==> src/rtl/pas_pkg.sv <==
package pas_pkg;
   typedef enum logic {
      GEOM_BIN = 1'b0,
      GEOM_EXT = 1'b1
   } geom_e;
endpackage

==> src/rtl/pas_field_split.sv <==
module pas_field_split
   import pas_pkg::*;
#(
   parameter int PAGE_W    = 13,
   parameter int BYTE_W    = 10,
   parameter int SHORT_BW  = 9,
   parameter int FIELD_W   = 24,
   parameter int LONG_PAGE = 528
) (
   input  logic [FIELD_W-1:0] field,
   input  geom_e              geom,
   output logic [PAGE_W-1:0]  page_o,
   output logic [BYTE_W-1:0]  byte_o
);
   localparam int LONG_USED  = PAGE_W + BYTE_W;
   localparam int SHORT_USED = PAGE_W + SHORT_BW;
   localparam logic [BYTE_W-1:0] LAST_L = BYTE_W'(LONG_PAGE - 1);

   logic [BYTE_W-1:0] long_byte;
   assign long_byte = field[BYTE_W-1:0];

   always_comb begin
      if (geom == GEOM_EXT) begin
         page_o = field[LONG_USED-1:BYTE_W];
         byte_o = (long_byte > LAST_L) ? LAST_L : long_byte;
      end else begin
         page_o = field[SHORT_USED-1:SHORT_BW];
         byte_o = BYTE_W'(field[SHORT_BW-1:0]);
      end
   end

   generate
      if (FIELD_W > LONG_USED) begin : g_spare
         logic unused_hi;
         assign unused_hi = ^field[FIELD_W-1:LONG_USED];
      end
   endgenerate
endmodule

==> src/rtl/pas_byte_ctr.sv <==
module pas_byte_ctr
   import pas_pkg::*;
#(
   parameter int BYTE_W     = 10,
   parameter int LONG_PAGE  = 528,
   parameter int SHORT_PAGE = 512
) (
   input  logic              clk,
   input  logic              rst_n,
   input  geom_e             geom,
   input  logic              load,
   input  logic [BYTE_W-1:0] load_val,
   input  logic              advance,
   output logic [BYTE_W-1:0] byte_q,
   output logic              carry
);
   localparam logic [BYTE_W-1:0] LAST_L = BYTE_W'(LONG_PAGE - 1);
   localparam logic [BYTE_W-1:0] LAST_S = BYTE_W'(SHORT_PAGE - 1);

   logic [BYTE_W-1:0] last_b;
   logic              at_last;

   assign last_b  = (geom == GEOM_EXT) ? LAST_L : LAST_S;
   assign at_last = (byte_q >= last_b);
   assign carry   = advance && !load && at_last;

   always_ff @(posedge clk) begin
      if (!rst_n) begin
         byte_q <= '0;
      end else if (load) begin
         byte_q <= load_val;
      end else if (advance) begin
         byte_q <= at_last ? '0 : byte_q + 1'b1;
      end
   end
endmodule

==> src/rtl/pas_page_ctr.sv <==
module pas_page_ctr #(
   parameter int PAGE_W    = 13,
   parameter int NUM_PAGES = 8192
) (
   input  logic              clk,
   input  logic              rst_n,
   input  logic              load,
   input  logic [PAGE_W-1:0] load_val,
   input  logic              step,
   output logic [PAGE_W-1:0] page_q
);
   localparam logic [PAGE_W-1:0] LAST_P = PAGE_W'(NUM_PAGES - 1);

   logic [PAGE_W-1:0] page_nxt;

   generate
      if (NUM_PAGES == (1 << PAGE_W)) begin : g_pow2
         assign page_nxt = page_q + 1'b1;
      end else begin : g_cmp
         assign page_nxt = (page_q >= LAST_P) ? '0 : page_q + 1'b1;
      end
   endgenerate

   always_ff @(posedge clk) begin
      if (!rst_n) begin
         page_q <= '0;
      end else if (load) begin
         page_q <= load_val;
      end else if (step) begin
         page_q <= page_nxt;
      end
   end
endmodule

==> src/rtl/page_addr_seq.sv <==
module page_addr_seq
   import pas_pkg::*;
#(
   parameter int PAGE_W     = 13,
   parameter int NUM_PAGES  = 8192,
   parameter int LONG_PAGE  = 528,
   parameter int SHORT_PAGE = 512,
   parameter int FIELD_W    = 24,
   parameter int BYTE_W     = $clog2(LONG_PAGE),
   parameter int SHORT_BW   = $clog2(SHORT_PAGE)
) (
   input  logic              clk,
   input  logic              rst_n,
   input  logic              long_mode,
   input  logic              load,
   input  logic [FIELD_W-1:0] start_field,
   input  logic              advance,
   output logic [PAGE_W-1:0] page_idx,
   output logic [BYTE_W-1:0] byte_idx
);
   generate
      if (NUM_PAGES > (1 << PAGE_W) || NUM_PAGES < 2) begin : g_bad_pages
         $error("page_addr_seq: NUM_PAGES does not fit PAGE_W");
      end
      if (SHORT_PAGE != (1 << SHORT_BW) || LONG_PAGE <= SHORT_PAGE) begin : g_bad_geom
         $error("page_addr_seq: page sizes inconsistent");
      end
      if (FIELD_W < PAGE_W + BYTE_W || SHORT_BW >= BYTE_W) begin : g_bad_field
         $error("page_addr_seq: address field too narrow");
      end
   endgenerate

   geom_e             geom;
   logic [PAGE_W-1:0] ld_page;
   logic [BYTE_W-1:0] ld_byte;
   logic              byte_carry;

   assign geom = long_mode ? GEOM_EXT : GEOM_BIN;

   pas_field_split #(
      .PAGE_W(PAGE_W), .BYTE_W(BYTE_W), .SHORT_BW(SHORT_BW),
      .FIELD_W(FIELD_W), .LONG_PAGE(LONG_PAGE)
   ) u_split (
      .field (start_field),
      .geom  (geom),
      .page_o(ld_page),
      .byte_o(ld_byte)
   );

   pas_byte_ctr #(
      .BYTE_W(BYTE_W), .LONG_PAGE(LONG_PAGE), .SHORT_PAGE(SHORT_PAGE)
   ) u_byte (
      .clk     (clk),
      .rst_n   (rst_n),
      .geom    (geom),
      .load    (load),
      .load_val(ld_byte),
      .advance (advance),
      .byte_q  (byte_idx),
      .carry   (byte_carry)
   );

   pas_page_ctr #(
      .PAGE_W(PAGE_W), .NUM_PAGES(NUM_PAGES)
   ) u_page (
      .clk     (clk),
      .rst_n   (rst_n),
      .load    (load),
      .load_val(ld_page),
      .step    (byte_carry),
      .page_q  (page_idx)
   );
endmodule

==> config.mk <==
export PLATFORM = sky130hd
export DESIGN_NAME = page_addr_seq
export DESIGN_NICKNAME = d
export VERILOG_FILES = /design/src/rtl/pas_pkg.sv /design/src/rtl/pas_field_split.sv /design/src/rtl/pas_byte_ctr.sv /design/src/rtl/pas_page_ctr.sv /design/src/rtl/page_addr_seq.sv
export SDC_FILE = /design/constraint.sdc
export NUM_CORES = 1
export LEC_CHECK = 0
export BUFFER_PORTS_ARGS = -buffer_cell sky130_fd_sc_hd__buf_2
export CORE_MARGIN = 3
export CORE_UTILIZATION = 58
export CTS_BUF_LIST = sky130_fd_sc_hd__clkbuf_4 sky130_fd_sc_hd__clkbuf_8
export CTS_CLUSTER_SIZE = 40
export DETAILED_ROUTE_END_ITERATION = 6
export GPL_TIMING_DRIVEN = 0
export PLACE_DENSITY = 0.88
export SYNTH_ARGS = -nofsm -noshare
export SYNTH_HDL_FRONTEND = slang
export SYNTH_HIERARCHICAL = 1
export SYNTH_SLANG_ARGS = --single-unit
==> constraint.sdc <==
create_clock -name clk -period 5.28 [get_ports clk]
set_input_delay 1.056 -clock clk [delete_from_list [all_inputs] [get_ports clk]]
set_output_delay 1.056 -clock clk [all_outputs]
set_load 0.01 [all_outputs]
; ---- Word-level counts from Yosys, hierarchy flattened
; Cells that the tools add are included.
[word_totals]
latchBits = 0
elab_cells = 21
register_bits = 23
output_inout_bits = 23
mem_bits_rw = 0
mem_bits_ro = 0
mem_count = 0
in_bits = 29
[op_classes]
n_bitwise = 0
div_mod_pow = 0
n_mul = 0
order_cmp = 2
n_reduce_logical = 5
n_eq_ne = 0
muxes = 10
shift = 0
add_sub_neg = 2
[op_table]
columns = op, count
row1 = 2-to-1 mux 10 bit, 6
row2 = 2-to-1 mux 13 bit, 3
row3 = "adder 13 x 1 -> 13 bit, second input constant", 1
row4 = "adder 10 x 1 -> 10 bit, second input constant", 1
row5 = >= comparator 10 bit, 1
row6 = "> comparator 10 bit, second input constant", 1
row7 = nonzero test 2 bit, 2
row8 = logical AND 1 bit, 2
row9 = logical NOT 1 bit, 1
row10 = 2-to-1 mux 1 bit, 1

; ---- Logic depth before layout (Yosys ltp)
; Gate-level depths: netlist of run 1.
[depth]
depth_word = 6
ltp_mapped = 11
ltp_nobuf = 10

; ---- Cells and area by module
; Netlist of run 1, hierarchy kept.
[by_module_without_submodules]
columns = mod, area_each_um2, seq_area_each_um2, cells_each, instances
row1 = pas_byte_ctr, 778.2, 200.2, 95, 1
row2 = pas_page_ctr, 743.2, 260.2, 87, 1
row3 = pas_field_split, 297.8, 0.0, 35, 1

; ---- Worst setup path after synthesis of run 1
; OpenSTA, ideal clock, no wires.
[synth_timing]
path_type = input port to flip-flop
startpoint = in long_mode
endpoint = reg u_page.page_q[7]
path_buffers = 1
setup_ns = 0.130
t_required_ns = 5.150
setup_slack_ns = 2.592
arrival_ns = 2.558
stages = 10
path_cell_list = ha_1 a41o_1 a21oi_1 o21ai_0 and3_1 buf_2 nand4_1 nor3_1 xnor2_1 a21oi_1
[synth_via]
elab_chain_len = 5
word_cells_on_any_way = 7
classes_between = 1 x order compare / 4 x mux / 2 x reduce/logical
[synth_rtl]
columns = element, line_no
row1 = "start, declared", page_addr_seq.sv:14  ; input logic long_mode,
row2 = 2-to-1 mux 1 bit, page_addr_seq.sv:38  ; assign geom = long_mode ? GEOM_EXT : GEOM_BIN;
row3 = 2-to-1 mux 10 bit, pas_byte_ctr.sv:23  ; assign last_b = (geom == GEOM_EXT) ? LAST_L : LAST_S;
row4 = >= comparator 10 bit, pas_byte_ctr.sv:24  ; assign at_last = (byte_q >= last_b);
row5 = logical AND 1 bit, pas_byte_ctr.sv:25  ; assign carry = advance && !load && at_last;
row6 = net byte_carry, page_addr_seq.sv:36  ; logic byte_carry;
row7 = nonzero test 2 bit (no source line), --
row8 = "end signal, assigned", pas_page_ctr.sv:28  ; page_q <= load_val;
row9 = "end signal, assigned", pas_page_ctr.sv:30  ; page_q <= page_nxt;
row10 = "end, declared", pas_page_ctr.sv:10  ; output logic [PAGE_W-1:0] page_q
; The timed path passes the listed nets, and every way through them passes these cells.
; A chain may end at the register's enable or synchronous reset.

; ---- Final worst setup path of run 1
; Same ends and word-level chain as after synthesis.

==> results of run 1 <==
cells by family after synthesis:
kind of cell             Yosys count  share of synthesized area (%)
AND/OR/NAND/NOR                   72                           23.9
XOR/XNOR                          16                           7.70
flip-flops                        23                           25.3
AO/OA/AOI/OAI                     63                           21.8
multiplexers                      16                           10.7
buffers and inverters             19                           5.02
adder cells (fa/ha/maj)            8                           5.50
layout by cell type (no fill, tap or decap), types with 5 or more instances in the layout:
| master | n |
|---|---|
| sky130_fd_sc_hd__buf_2 | 51 |
| sky130_fd_sc_hd__a21oi_1 | 28 |
| sky130_fd_sc_hd__dfxtp_1 | 23 |
| sky130_fd_sc_hd__nand2_1 | 15 |
| sky130_fd_sc_hd__nor3_1 | 12 |
| sky130_fd_sc_hd__xnor2_1 | 12 |
| sky130_fd_sc_hd__o21ai_0 | 10 |
| sky130_fd_sc_hd__o22ai_1 | 10 |
| sky130_fd_sc_hd__inv_1 | 8 |
| sky130_fd_sc_hd__nor2_1 | 8 |
| sky130_fd_sc_hd__ha_1 | 8 |
| sky130_fd_sc_hd__mux2_2 | 8 |
| sky130_fd_sc_hd__nor3b_1 | 7 |
| sky130_fd_sc_hd__clkbuf_1 | 5 |
| sky130_fd_sc_hd__and2_1 | 5 |
| sky130_fd_sc_hd__mux2_4 | 5 |
tightest hold or removal path: cells and delay by family (launching register included):
family	cells	cell delay (ns)
AOI/OAI and AO/OA	2	0.15
DFF	1	0.37
synthesized netlist by cell type, drive strengths merged (6+ instances only):
library cell,instances,area [sq um]
o22ai,11,75.1
nor3,14,80.1
nor3b,7,52.6
nand3,6,40.0
xnor2,12,105
nand2,17,68.8
inv,9,33.8
o21ai,10,50.1
a21oi,28,140
nor2,8,30.0
dfxtp,23,460
mux2,13,165
ha,8,100
worst max-delay path by stage:
stage / startpoint / to / slack [ns] / cells past startpoint
2_1_floorplan: long_mode / u_page/page_q[7] / 2.59 / 10
3_3_place_gp: long_mode / u_page/page_q[7] / 2.25 / 11
3_5_place_dp: long_mode / u_page/page_q[7] / 2.17 / 11
4_1_cts: long_mode / u_page/page_q[7] / 2.51 / 11
5_1_grt: long_mode / u_page/page_q[7] / 2.36 / 11
6_report: long_mode / u_page/page_q[7] / 2.50 / 11
sequential cells by signal (all words and copies together), names as in the netlist:
register / count
u_page/page_q: 13
u_byte/byte_q: 10
power groups by stage:
| stage | Combinational, W | Clock [W] | Sequential [W] |
|---|---|---|---|
| after floorplan | 0.0000655 | 0 | 0.000210 |
| after global placement | 0.000107 | 0 | 0.000207 |
| after detailed placement | 0.000109 | 0 | 0.000207 |
| after CTS | 0.000110 | 0.0000874 | 0.000203 |
| after global routing | 0.000122 | 0.0000925 | 0.000206 |
| final | 0.000111 | 0.0000836 | 0.000204 |
cell type report:
type,count,share of cell area (%)
clock buffers,3,1.05
clock inverters,1,0.233
multi-input cells,175,59.0
well taps,42,2.44
plain buffers,9,2.50
inverters,10,1.75
repair buffers,50,11.6
flip-flops and latches,23,21.4
routing by layer:
layer,vias to the layer above,track usage [%],part of all wire [%]
met3,4,3.51,7.8
li1,913,-,-
met1,839,34.7,46
met4,0,9.09,0.63
met5,-,0,0
met2,79,40.5,45
per-stage QoR:
| stage | hold slack, ns | setup WS (ns) |
|---|---|---|
| floorplan | 0.542 | 2.59 |
| global placement | 0.523 | 2.25 |
| detailed placement | 0.544 | 2.17 |
| CTS | 0.563 | 2.51 |
| global route | 0.606 | 2.36 |
| finish | 0.562 | 2.50 |
==> results.rst, run 1 <==
.. list-table::
   :header-rows: 1

   * - Metric
     - Value
   * - Wire length of the first global-routing pass
     - 7.40 mm
   * - Skew final
     - 0.00801 ns
   * - Combined buffer and inverter count along the critical path
     - 3
   * - Clk pwr share
     - 21.0%
   * - Total congestion overflow
     - 0
   * - Number of nets in the layout
     - 309
   * - Finished Cell Area
     - 0.00215 sq mm
   * - Required arrival time at the worst endpoint
     - 5.49 ns
   * - Worst setup slack for register-to-register paths
     - 2.85 ns
   * - Initial detailed-routing violation count
     - 85
   * - Post-Synthesis Cell Area
     - 0.00182 sq mm
   * - Total of max-cap violations
     - 0
   * - Clock tree sinks
     - 23
   * - Antenna violations before repair
     - 0
   * - Endpoint type of the worst setup path
     - flop
   * - DPL Wire Length
     - 3.49 mm
   * - Crit-path max FO
     - 10
   * - Internal power consumption
     - 0.000267 W
   * - Hold path endpoint
     - u_byte/byte_q[9]
   * - Setup repair after global routing missed its margin
     - false
   * - Routed len/inst
     - 14.7 microns
   * - Multi-input combinational cell area
     - 0.00127 sq mm
   * - EDFF count, synth
     - 0
   * - Post-synthesis register bit count
     - 23
   * - Stage delay of the slowest cell on the critical path
     - 0.31 ns
   * - Clock tree from TritonCTS
     - done
   * - Maximum clock insertion buffer count
     - 2
   * - Detailed Route WL
     - 4.60 mm
   * - Number of antenna-violating nets in the routed design
     - 0
   * - Drt via density
     - 5.86
   * - DRC violations left
     - 0
   * - Switching share of total power
     - 33.0%
   * - Relative slew slack
     - 62.6%
   * - Power density of the placed cells
     - 185 mW/mm^2
   * - Shortest period the worst path allows
     - 2.78 ns
   * - Classification of the worst setup path
     - in -> reg
   * - # H-tree levels
     - 1
   * - Total power draw
     - 0.000398 W
   * - Endpoints failing setup
     - 0
   * - Number of detailed-routing iterations run before antenna repair
     - 4
   * - Fillers
     - 232
   * - Lkg Pwr
     - 0.899 nW
   * - Type of origin of the critical path
     - primary input
   * - Number of warning messages in the yosys log
     - 6
   * - Number of cells in the design after placement
     - 309
   * - CTS resizes
     - 0
   * - Ratio of cells with drive above 1 in the final layout
     - 32.1%
   * - Clock latency at the later pin of the worst-skew pair
     - 0.31 ns
   * - FP Rows
     - 19
   * - Number of buffers inserted for hold repair after clock tree synthesis
     - 0
   * - Critical R2R Capture
     - u_page/page_q[7]
   * - Overall die area
     - 0.00384 sq mm
   * - Final hold viol count
     - 0
   * - Nets in the synthesized netlist
     - 254
   * - Setup TNS
     - 0 ns
   * - Share of synthesized area occupied by flip-flops and latches
     - 25.3%
   * - Sequential power share
     - 51.1%
   * - Min-delay src
     - u_byte/byte_q[9]
   * - Cell depth of the worst min-delay path
     - 2
   * - Most frequently used flop master after synthesis
     - sky130_fd_sc_hd__dfxtp_1
   * - Number of buffers created by CTS
     - 3
   * - Number of distinct library cells after synthesis
     - 47
   * - Final Max Slew Viols
     - 0
   * - Die boundary width
     - 62.0 microns
   * - Ordered cell list for the critical path
     - buf_2, inv_1, ha_1, nand4_1, o21ai_0, and3_1, buf_2, nand4_1, nor3_1, xnor2_1, a21oi_1
   * - Placeable Area
     - 0.00288 sq mm
   * - Max rail drop VDD
     - 109 uV
   * - Comb power frac
     - 27.9%
   * - CTS clk-pin slew, worst paths
     - 0.14 ns
   * - Post-Layout Cell Count
     - 313
   * - Cell type of the slowest stage on the worst timing path
     - sky130_fd_sc_hd__ha_1
   * - Average instance area after synthesis
     - 8.38 sq um
   * - Synth async-reset ratio
     - 0%
   * - Die Ht
     - 62.0 microns
   * - Final estimated routing congestion in global placement
     - 0.883
   * - Area growth from synthesis to final layout
     - 18.2%
   * - Maximum number of pins on one net before global-route repair
     - 14
   * - Placed cell area
     - 0.00212 sq mm
   * - I/O pin cnt
     - 52
   * - Cell type group with the largest total delay on the critical path
     - simple AND/OR/NAND/NOR gates
   * - Fin util
     - 74.7%
   * - Sequential Area
     - 460 sq um
   * - Vias in the first global route
     - 1707
   * - Global Route Usage Sum
     - 25.4%
   * - Slew @ Worst Pin
     - 0.560 ns
   * - Post-CTS Setup Bufs
     - 0
   * - Reg2Reg Launch Point
     - u_byte/byte_q[0]
   * - R2R depth
     - 10
   * - Clk Tree Root Cell
     - sky130_fd_sc_hd__clkbuf_4
   * - Max Fclk
     - 360 MHz
   * - Classification of the worst-slack hold path
     - reg -> reg
   * - Data arrival, critical path
     - 2.99 ns
   * - Diode insertion count for antenna repair
     - 0
   * - Vias
     - 1835
   * - Cell count after synthesis
     - 217
   * - Result of the run
     - complete, no violations
   * - Fin crit share
     - 52.7%
   * - Port-buffer cells
     - 50
   * - Sw Pwr
     - 0.000131 W
   * - Starting density of the core
     - 63.2%
(Power assumes the default switching activity.)
==> run 2, diff against run 1 <==
CORE_UTILIZATION = 54   (was 58)
PLACE_DENSITY = 0.82   (was 0.88)
clock period = 2.88 ns   (was 5.28 ns; I/O delays follow)
==> run 2 against run 1 <==
  * Non-clock buffer count did not move
  * Highest routed layer unchanged
  * Largest power group unchanged
  * Die area is 6.7% higher
  * Critical path type is now reg -> reg
  * First-iteration DRC count up 78%
  * Via count up 0.22%
==> results.rst, run 2 (synthesized netlist as in run 1, its figures left out) <==
.. list-table::
   :header-rows: 1

   * - Metric
     - Value
   * - Result of the run
     - complete, no violations
   * - Setup repair after global routing missed its margin
     - false
   * - Global Route Usage Sum
     - 22.9% (-2.5 points)
   * - Clk pwr share
     - 22.7% (+1.7 points)
   * - Drt via density
     - 5.84 (-0.42%)
   * - Classification of the worst-slack hold path
     - reg -> reg
   * - Top library cells by usage in the layout, fill and taps aside
     - sky130_fd_sc_hd__buf_2, sky130_fd_sc_hd__a21oi_1, sky130_fd_sc_hd__dfxtp_1
   * - Worst setup path startpoint
     - u_byte/byte_q[0]
   * - # H-tree levels
     - 1 (unchanged)
   * - Switching share of total power
     - 32.7% (-0.31 points)
   * - DPL Wire Length
     - 3.38 mm (-3.3%)
   * - Number of detailed-routing iterations run before antenna repair
     - 4 (unchanged)
   * - Final Max Slew Viols
     - 0 (unchanged)
   * - Pre-CTS WS
     - 0.333 ns (-1.84 ns)
   * - Smallest setup slack after layout
     - 0.506 ns (-1.99 ns)
   * - CTS resizes
     - 0 (unchanged)
   * - Required arrival time at the worst endpoint
     - 3.09 ns (-2.40 ns)
   * - Register ranked first by flip-flop count
     - u_page/page_q
   * - Shortest period the worst path allows
     - 2.37 ns
   * - Vias in the first global route
     - 1663 (-2.6%)
   * - Sequential power share
     - 50.2% (-0.9 points)
   * - Port-buffer cells
     - 50 (unchanged)
   * - CTS clk-pin slew, worst paths
     - 0.14 ns (about the same)
   * - Maximum number of pins on one net before global-route repair
     - 13 (-1)
   * - Number of buffers created by CTS
     - 3 (unchanged)
   * - Area growth from synthesis to final layout
     - 18.4%
   * - Reg2Reg Launch Point
     - u_byte/byte_q[0]
   * - Max rail drop VDD
     - 208 uV (+91%)
   * - Clock latency at the later pin of the worst-skew pair
     - 0.32 ns (about the same)
   * - Diode insertion count for antenna repair
     - 0 (unchanged)
   * - Internal power consumption
     - 0.000501 W (+88%)
   * - Placeable Area
     - 0.00313 sq mm (+8.7%)
   * - Slew @ Worst Pin
     - 0.566 ns (+0.00565 ns)
   * - Final estimated routing congestion in global placement
     - 0.903 (+2.2%)
   * - Classification of the worst setup path
     - reg -> reg
   * - DRC violations left
     - 0 (unchanged)
   * - Initial detailed-routing violation count
     - 151 (+78%)
   * - Fillers
     - 264 (+14%)
   * - Relative slew slack
     - 62.3% (-0.38 points)
   * - Power density of the placed cells
     - 345 mW/mm^2 (+86%)
   * - Clk Tree Root Cell
     - sky130_fd_sc_hd__clkbuf_4
   * - Fin crit share
     - 82.4%
   * - Skew final
     - 0.00397 ns (-0.00404 ns)
   * - Total congestion overflow
     - 0 (unchanged)
   * - Most frequent standard cell in the layout excluding fill and tap cells
     - sky130_fd_sc_hd__buf_2
   * - FP Rows
     - 20 (+1)
   * - Clock tree from TritonCTS
     - done
   * - Routed len/inst
     - 14.3 microns (-2.8%)
   * - Number of buffers inserted for hold repair after clock tree synthesis
     - 0 (unchanged)
   * - Maximum clock insertion buffer count
     - 2 (unchanged)
   * - Antenna violations before repair
     - 0 (unchanged)
   * - Sw Pwr
     - 0.000243 W (+85%)
   * - Final hold viol count
     - 0 (unchanged)
   * - Type of origin of the critical path
     - flop
   * - Setup TNS
     - 0 ns (unchanged)
   * - Endpoints failing setup
     - 0 (unchanged)
   * - Max Fclk
     - 421 MHz
   * - Sequential Area
     - 460 sq um (unchanged)
   * - Number of flip-flops under the largest register name
     - 13 (unchanged)
   * - Min-delay src
     - u_byte/byte_q[9]
   * - Number of antenna-violating nets in the routed design
     - 0 (unchanged)
   * - Number of nets in the layout
     - 309 (unchanged)
   * - Detailed Route WL
     - 4.50 mm (-2.2%)
   * - Largest registers
     - u_page/page_q (13), u_byte/byte_q (10)
   * - Comb power frac
     - 27.1% (-0.8 points)
   * - Clock tree sinks
     - 23 (unchanged)
   * - Total of max-cap violations
     - 0 (unchanged)
   * - Multi-input combinational cell area
     - 0.00127 sq mm (unchanged)
   * - Wire length of the first global-routing pass
     - 7.62 mm (+3.0%)
   * - Data arrival, critical path
     - 2.58 ns (-0.41 ns)
   * - I/O pin cnt
     - 52 (unchanged)
   * - Die Ht
     - 64.0 microns (+3.3%)
   * - Lkg Pwr
     - 0.900 nW (about the same)
   * - Endpoint type of the worst setup path
     - flop
   * - Overall die area
     - 0.00410 sq mm (+6.7%)
   * - Die boundary width
     - 64.0 microns (+3.3%)
   * - Crit-path max FO
     - 10 (unchanged)
   * - Ratio of cells with drive above 1 in the final layout
     - 32.1% (unchanged)
   * - Post-CTS Setup Bufs
     - 0 (unchanged)
   * - Starting density of the core
     - 58.2% (-5.1 points)
   * - Vias
     - 1839 (+0.22%)
-- run 2: cell types whose count changed in the layout (fill, tap and decap cells not counted), sizes merged --
cell	previous run	this run
clkbuf	8	9
clkinv	2	1
-- run 2: power groups by stage --
stage	Combinational [W]	Clock, W	Sequential, W
after detailed placement	0.000200	0	0.000380
after CTS	0.000201	0.000174	0.000373
final	0.000201	0.000169	0.000373
after floorplan	0.000120	0	0.000385
after global routing	0.000223	0.000184	0.000378
after global placement	0.000197	0	0.000379
-- run 2: cell type report --
| class | instances | area share, % |
|---|---|---|
| multi-input cells | 175 | 58.8 |
| well taps | 44 | 2.56 |
| flip-flops and latches | 23 | 21.4 |
| plain buffers | 9 | 2.50 |
| clock buffers | 4 | 1.39 |
| repair buffers | 50 | 11.6 |
| inverters | 10 | 1.74 |
-- run 2: critical path, stage by stage (launching register included) --
cell                      delay (ns)
sky130_fd_sc_hd__dfxtp_1        0.47
sky130_fd_sc_hd__ha_1           0.25
sky130_fd_sc_hd__and3_4         0.22
sky130_fd_sc_hd__a31oi_1        0.11
sky130_fd_sc_hd__o21ai_0        0.14
sky130_fd_sc_hd__and3_1         0.16
sky130_fd_sc_hd__buf_2          0.24
sky130_fd_sc_hd__nand4_1        0.19
sky130_fd_sc_hd__nor3_1         0.23
sky130_fd_sc_hd__xnor2_1        0.15
sky130_fd_sc_hd__a21oi_1        0.09
-- run 2: through the flow --
step	power [W]	std cells	util (%)	area, sq um	hold slack [ns]
final	0.000743	315	68.9	2150	0.562
after global routing	0.000785	315	68.9	2150	0.584
after CTS	0.000748	315	68.9	2150	0.558
after detailed placement	0.000580	311	67.9	2120	0.542
after global placement	0.000576	311	67.9	2120	0.528
after floorplan	0.000505	217	-	1820	0.542
-- run 2: routing by layer --
layer | wire length [microns] | vias to the layer above | global-route usage [%]
li1 | - | 914 | -
met1 | 2080 | 867 | 30.4
met2 | 2120 | 56 | 38.3
met3 | 275 | 2 | 2.81
met4 | 21 | 0 | 7.28
met5 | 0 | - | 0
-- run 2: final timing paths --
kind / endpoint / slack (ns) / cells after the start
max: u_page/page_q[7] / 0.51 / 10
min: u_byte/byte_q[9] / 0.56 / 2
max reg2reg: u_page/page_q[7] / 0.51 / 10
min reg2reg: u_byte/byte_q[9] / 0.56 / 2
==> run 3, diff against run 2 <==
ABC_AREA = 1   (was default)
CORE_UTILIZATION = 49   (was 54)
PLACE_DENSITY = 0.78   (was 0.82)
clock period = 1.9 ns   (was 2.88 ns; I/O delays follow)
==> run 3 against run 2 <==
  * Register-to-register slack lost 0.50 ns
  * Combinational power grew 84%
  * Synthesized cell count grew 37%
  * Worst hold slack lost 0.18 ns
  * Sequential power grew 50%
  * Clock power grew 83%
  * Die area grew 14%
  * Sequential share of layout area shrank 2.4 points
  * Count of clock-buffer cells in the layout shrank 1
  * Wire length grew 22%
  * Power grew 66%
  * Critical path type unchanged
==> results.rst, run 3 <==
.. list-table::
   :header-rows: 1

   * - Metric
     - Value
   * - Die boundary width
     - 68.2 microns (+6.6%)
   * - Number of detailed-routing iterations run before antenna repair
     - 5 (+1)
   * - Placeable Area
     - 0.00352 sq mm (+13%)
   * - Combined buffer and inverter count along the critical path
     - 2 (+1)
   * - Number of buffers created by CTS
     - 3 (unchanged)
   * - Wire length of the first global-routing pass
     - 9.05 mm (+19%)
   * - Top library cells by usage in the layout, fill and taps aside
     - sky130_fd_sc_hd__nand2_1, sky130_fd_sc_hd__buf_2, sky130_fd_sc_hd__inv_1
   * - Crit-path max FO
     - 5 (-5)
   * - Maximum number of pins on one net before global-route repair
     - 14 (+1)
   * - Share of synthesized area occupied by flip-flops and latches
     - 24.3% (-1.1 points)
   * - Number of flip-flops under the largest register name
     - 13 (unchanged)
   * - Met3 wire len
     - 481 microns (+75%)
   * - Drt via density
     - 5.51 (-5.7%)
   * - Overall die area
     - 0.00466 sq mm (+14%)
   * - Clock tree from TritonCTS
     - done
   * - Fin util
     - 72.3% (+3.4 points)
   * - Endpoint type of the worst setup path
     - flop
   * - Global Route Usage Sum
     - 25.0% (+2.1 points)
   * - Max Used Layer
     - met4
   * - DPL Wire Length
     - 3.88 mm (+15%)
   * - Most frequent standard cell in the layout excluding fill and tap cells
     - sky130_fd_sc_hd__nand2_1
   * - Cell accounting for the most synthesized area
     - sky130_fd_sc_hd__dfxtp_1
   * - Total congestion overflow
     - 0 (unchanged)
   * - I/O pin cnt
     - 52 (unchanged)
   * - Antenna violations before repair
     - 0 (unchanged)
   * - Cell count after synthesis
     - 297 (+37%)
   * - Required arrival time at the worst endpoint
     - 2.05 ns (-1.04 ns)
   * - Cell type of the slowest stage on the worst timing path
     - sky130_fd_sc_hd__dfxtp_4
   * - Classification of the worst setup path
     - reg -> reg
   * - Setup repair after global routing missed its margin
     - true
   * - Ordered cell list for the critical path
     - ha_4, nand2_4, nor2_4, nand2_2, nor2_4, nor2_4, nor3_4, inv_2, nand2_4, inv_8, a22oi_1, a21oi_1
   * - Power density of the placed cells
     - 486 mW/mm^2 (+41%)
   * - Post-Synth Adder-Cell Area
     - 5.27% (-0.23 points)
   * - EDFF count, synth
     - 0 (unchanged)
   * - Type of origin of the critical path
     - flop
   * - Met2 wire length
     - 2.50 mm (+18%)
   * - Result of the run
     - complete, no violations
   * - Post-synthesis register bit count
     - 23 (unchanged)
   * - Critical R2R Capture
     - u_page/page_q[6]
   * - Port-buffer cells
     - 50 (unchanged)
   * - Max Fclk
     - 527 MHz (+25%)
   * - Number of buffers inserted for hold repair after clock tree synthesis
     - 0 (unchanged)
   * - Smallest setup slack after layout
     - 0.00235 ns (-0.504 ns)
   * - Final Max Slew Viols
     - 0 (unchanged)
   * - FP Rows
     - 21 (+5.0%)
   * - Average instance area after synthesis
     - 6.39 sq um (-24%)
   * - Post-synthesis share of cell area spent on xor and xnor gates
     - 3.69% (-4.0 points)
   * - Clock latency at the later pin of the worst-skew pair
     - 0.26 ns (-0.06 ns)
   * - Die Ht
     - 68.2 microns (+6.6%)
   * - Relative slew slack
     - 49.5% (-13 points)
   * - Worst setup slack for register-to-register paths
     - 0.002 ns (-0.50 ns)
   * - Lkg Pwr
     - 1.20 nW (+34%)
   * - Data arrival, critical path
     - 2.05 ns (-0.53 ns)
   * - Number of nets in the layout
     - 400 (+29%)
   * - Area growth from synthesis to final layout
     - 34.1%
   * - Finished Cell Area
     - 0.00255 sq mm (+18%)
   * - Reg2Reg Launch Point
     - u_byte/byte_q[7]
   * - Post-Synthesis Cell Area
     - 0.00190 sq mm (+4.3%)
   * - Skew final
     - 0.00249 ns (-0.00148 ns)
   * - Proportion of netlist area held by the largest area contributor
     - 24.3% (-1.1 points)
   * - Instance count on the critical path
     - 12 (+2)
   * - Diode insertion count for antenna repair
     - 0 (unchanged)
   * - Classification of the worst-slack hold path
     - in -> reg
   * - Shortest period the worst path allows
     - 1.90 ns (-0.476 ns)
   * - Simple-gate portion of the synthesized area
     - 34.2% (+10 points)
   * - CTS clk-pin slew, worst paths
     - 0.09 ns (-0.05 ns)
   * - R2R depth
     - 12 (+2)
   * - Fin crit share
     - 99.9% (+17 points)
   * - Top cells by area, synth
     - sky130_fd_sc_hd__dfxtp_1, sky130_fd_sc_hd__nand2_1, sky130_fd_sc_hd__inv_1
   * - Largest registers
     - u_page/page_q (13), u_byte/byte_q (10)
   * - Nets in the synthesized netlist
     - 334 (+31%)
   * - Final estimated routing congestion in global placement
     - 0.850 (-5.8%)
   * - End point of the critical path
     - u_page/page_q[6]
   * - Most used cell, CP
     - sky130_fd_sc_hd__nor2_4
   * - Count leader, synth
     - sky130_fd_sc_hd__nand2_1
   * - Final hold viol count
     - 0 (unchanged)
   * - Clk Tree Root Cell
     - sky130_fd_sc_hd__clkbuf_8
   * - Vias
     - 2247 (+22%)
   * - Number of distinct library cells after synthesis
     - 28 (-40%)
   * - Register ranked first by flip-flop count
     - u_page/page_q
   * - Detailed Route WL
     - 5.50 mm (+22%)
   * - Max rail drop VDD
     - 384 uV (+84%)
   * - # H-tree levels
     - 1 (unchanged)
   * - Fillers
     - 310 (+17%)
   * - Clock tree sinks
     - 23 (unchanged)
   * - Stage delay of the slowest cell on the critical path
     - 0.37 ns (-0.10 ns)
   * - Dominant combinational cell family by area after synthesis
     - simple AND/OR/NAND/NOR gates
   * - Endpoints failing setup
     - 0 (unchanged)
   * - DRC violations left
     - 0 (unchanged)
   * - Maximum clock insertion buffer count
     - 2 (unchanged)
   * - Cell type group with the largest total delay on the critical path
     - simple AND/OR/NAND/NOR gates
   * - Routed metal-1 wire length
     - 2.50 mm (+20%)
   * - Proportion of synthesized area in mux cells
     - 0.791% (-9.9 points)
   * - Initial detailed-routing violation count
     - 250 (+66%)
   * - Most frequently used flop master after synthesis
     - sky130_fd_sc_hd__dfxtp_1
   * - Number of antenna-violating nets in the routed design
     - 0 (unchanged)
   * - Placed cell area
     - 0.00222 sq mm (+4.7%)
   * - Starting density of the core
     - 53.9% (-4.3 points)
   * - Slew @ Worst Pin
     - 0.755 ns (+0.189 ns)
   * - Vias in the first global route
     - 2004 (+21%)
   * - Complex-gate fraction of the synthesized area
     - 20.2% (-1.6 points)
   * - Routed len/inst
     - 13.5 microns (-5.7%)
   * - Synth async-reset ratio
     - 0% (unchanged)
   * - Total of max-cap violations
     - 0 (unchanged)
   * - Most instantiated cells after synthesis
     - sky130_fd_sc_hd__nand2_1, sky130_fd_sc_hd__inv_1, sky130_fd_sc_hd__a21oi_1, sky130_fd_sc_hd__nand3_1, sky130_fd_sc_hd__nor2_1
   * - Worst setup path startpoint
     - u_byte/byte_q[7]
   * - Ratio of cells with drive above 1 in the final layout
     - 33.7% (+1.6 points)
   * - Number of warning messages in the yosys log
     - 6 (unchanged)
   * - Pre-CTS WS
     - -0.577 ns (-0.910 ns)
[run 3: kinds of logic (layout without fill, tap and decap cells)]
family / Yosys count / in the layout
DFF: 23 / 23
AOI/OAI and AO/OA: 65 / 65
xor gates and xnor gates: 8 / 8
muxes: 1 / 1
adders and majority gates: 8 / 8
buffers and inverters: 52 / 117
and+or+nand+nor: 140 / 140
[run 3: how the worst min path moves through the flow]
| stage | startpoint | endpoint | slack [ns] | cells past startpoint |
|---|---|---|---|---|
| floorplan | rst_n | u_page/page_q[1] | 0.48 | 2 |
| global placement | u_page/page_q[12] | u_page/page_q[12] | 0.58 | 4 |
| detailed placement | u_page/page_q[12] | u_page/page_q[12] | 0.58 | 4 |
| CTS | rst_n | u_page/page_q[1] | 0.38 | 3 |
| global route | rst_n | u_page/page_q[1] | 0.38 | 3 |
| finish | rst_n | u_page/page_q[1] | 0.39 | 3 |
[run 3: worst register-to-register path: stages, from the launching register on]
cell and delay (ns):
sky130_fd_sc_hd__dfxtp_4 0.37, sky130_fd_sc_hd__ha_4 0.28, sky130_fd_sc_hd__nand2_4 0.05, sky130_fd_sc_hd__nor2_4 0.12, sky130_fd_sc_hd__nand2_2 0.07, sky130_fd_sc_hd__nor2_4 0.12
sky130_fd_sc_hd__nor2_4 0.06, sky130_fd_sc_hd__nor3_4 0.23, sky130_fd_sc_hd__inv_2 0.08, sky130_fd_sc_hd__nand2_4 0.14, sky130_fd_sc_hd__inv_8 0.06, sky130_fd_sc_hd__a22oi_1 0.14
sky130_fd_sc_hd__a21oi_1 0.08
[run 3: per-stage QoR]
step / hold WS [ns] / TNS (ns) / cells / power, W
CTS: 0.378 / 0 / 405 / 0.00122
global route: 0.383 / -1.24 / 408 / 0.00132
global placement: 0.578 / -5.55 / 393 / 0.000865
detailed placement: 0.583 / -6.11 / 393 / 0.000871
finish: 0.386 / 0 / 408 / 0.00124
floorplan: 0.478 / -0.0196 / 297 / 0.000758
[run 3: routing by layer]
metal / up-vias / global-route usage (%)
met5: - / 0
met4: 0 / 3.97
met3: 2 / 2.30
met2: 100 / 38.7
met1: 1027 / 37.8
li1: 1118 / -
[run 3: repair_timing]
action                                 in CTS  in global routing
endpoints found under the hold margin       0                  0
pin swaps                                   9                 12
setup endpoints to repair                  12                 12
cloned                                      1                  0
resized for setup                          29                 18
setup buffers                               7                  3
[run 3: final cells by class]
type	instances	area, sq um	share of cell area, %
Clock buffer	3	41.3	1.62
Multi-Input combinational cell	222	1380	54.3
Tap cell	46	57.6	2.26
Buffer	5	41.3	1.62
Timing Repair inverter	1	11.3	0.442
Sequential cell	23	484	19.0
Timing Repair Buffer	60	332	13.0
Clock inverter	1	5.00	0.197
Inverter	47	191	7.52
[run 3: where the power goes]
part           leakage [nW]  switching [W]  total [W]  internal (W)
Combinational         0.983       0.000206   0.000369      0.000163
Clock                0.0255       0.000163   0.000309      0.000146
Sequential            0.194      0.0000489   0.000559      0.000510
Total                  1.20       0.000418    0.00124      0.000819
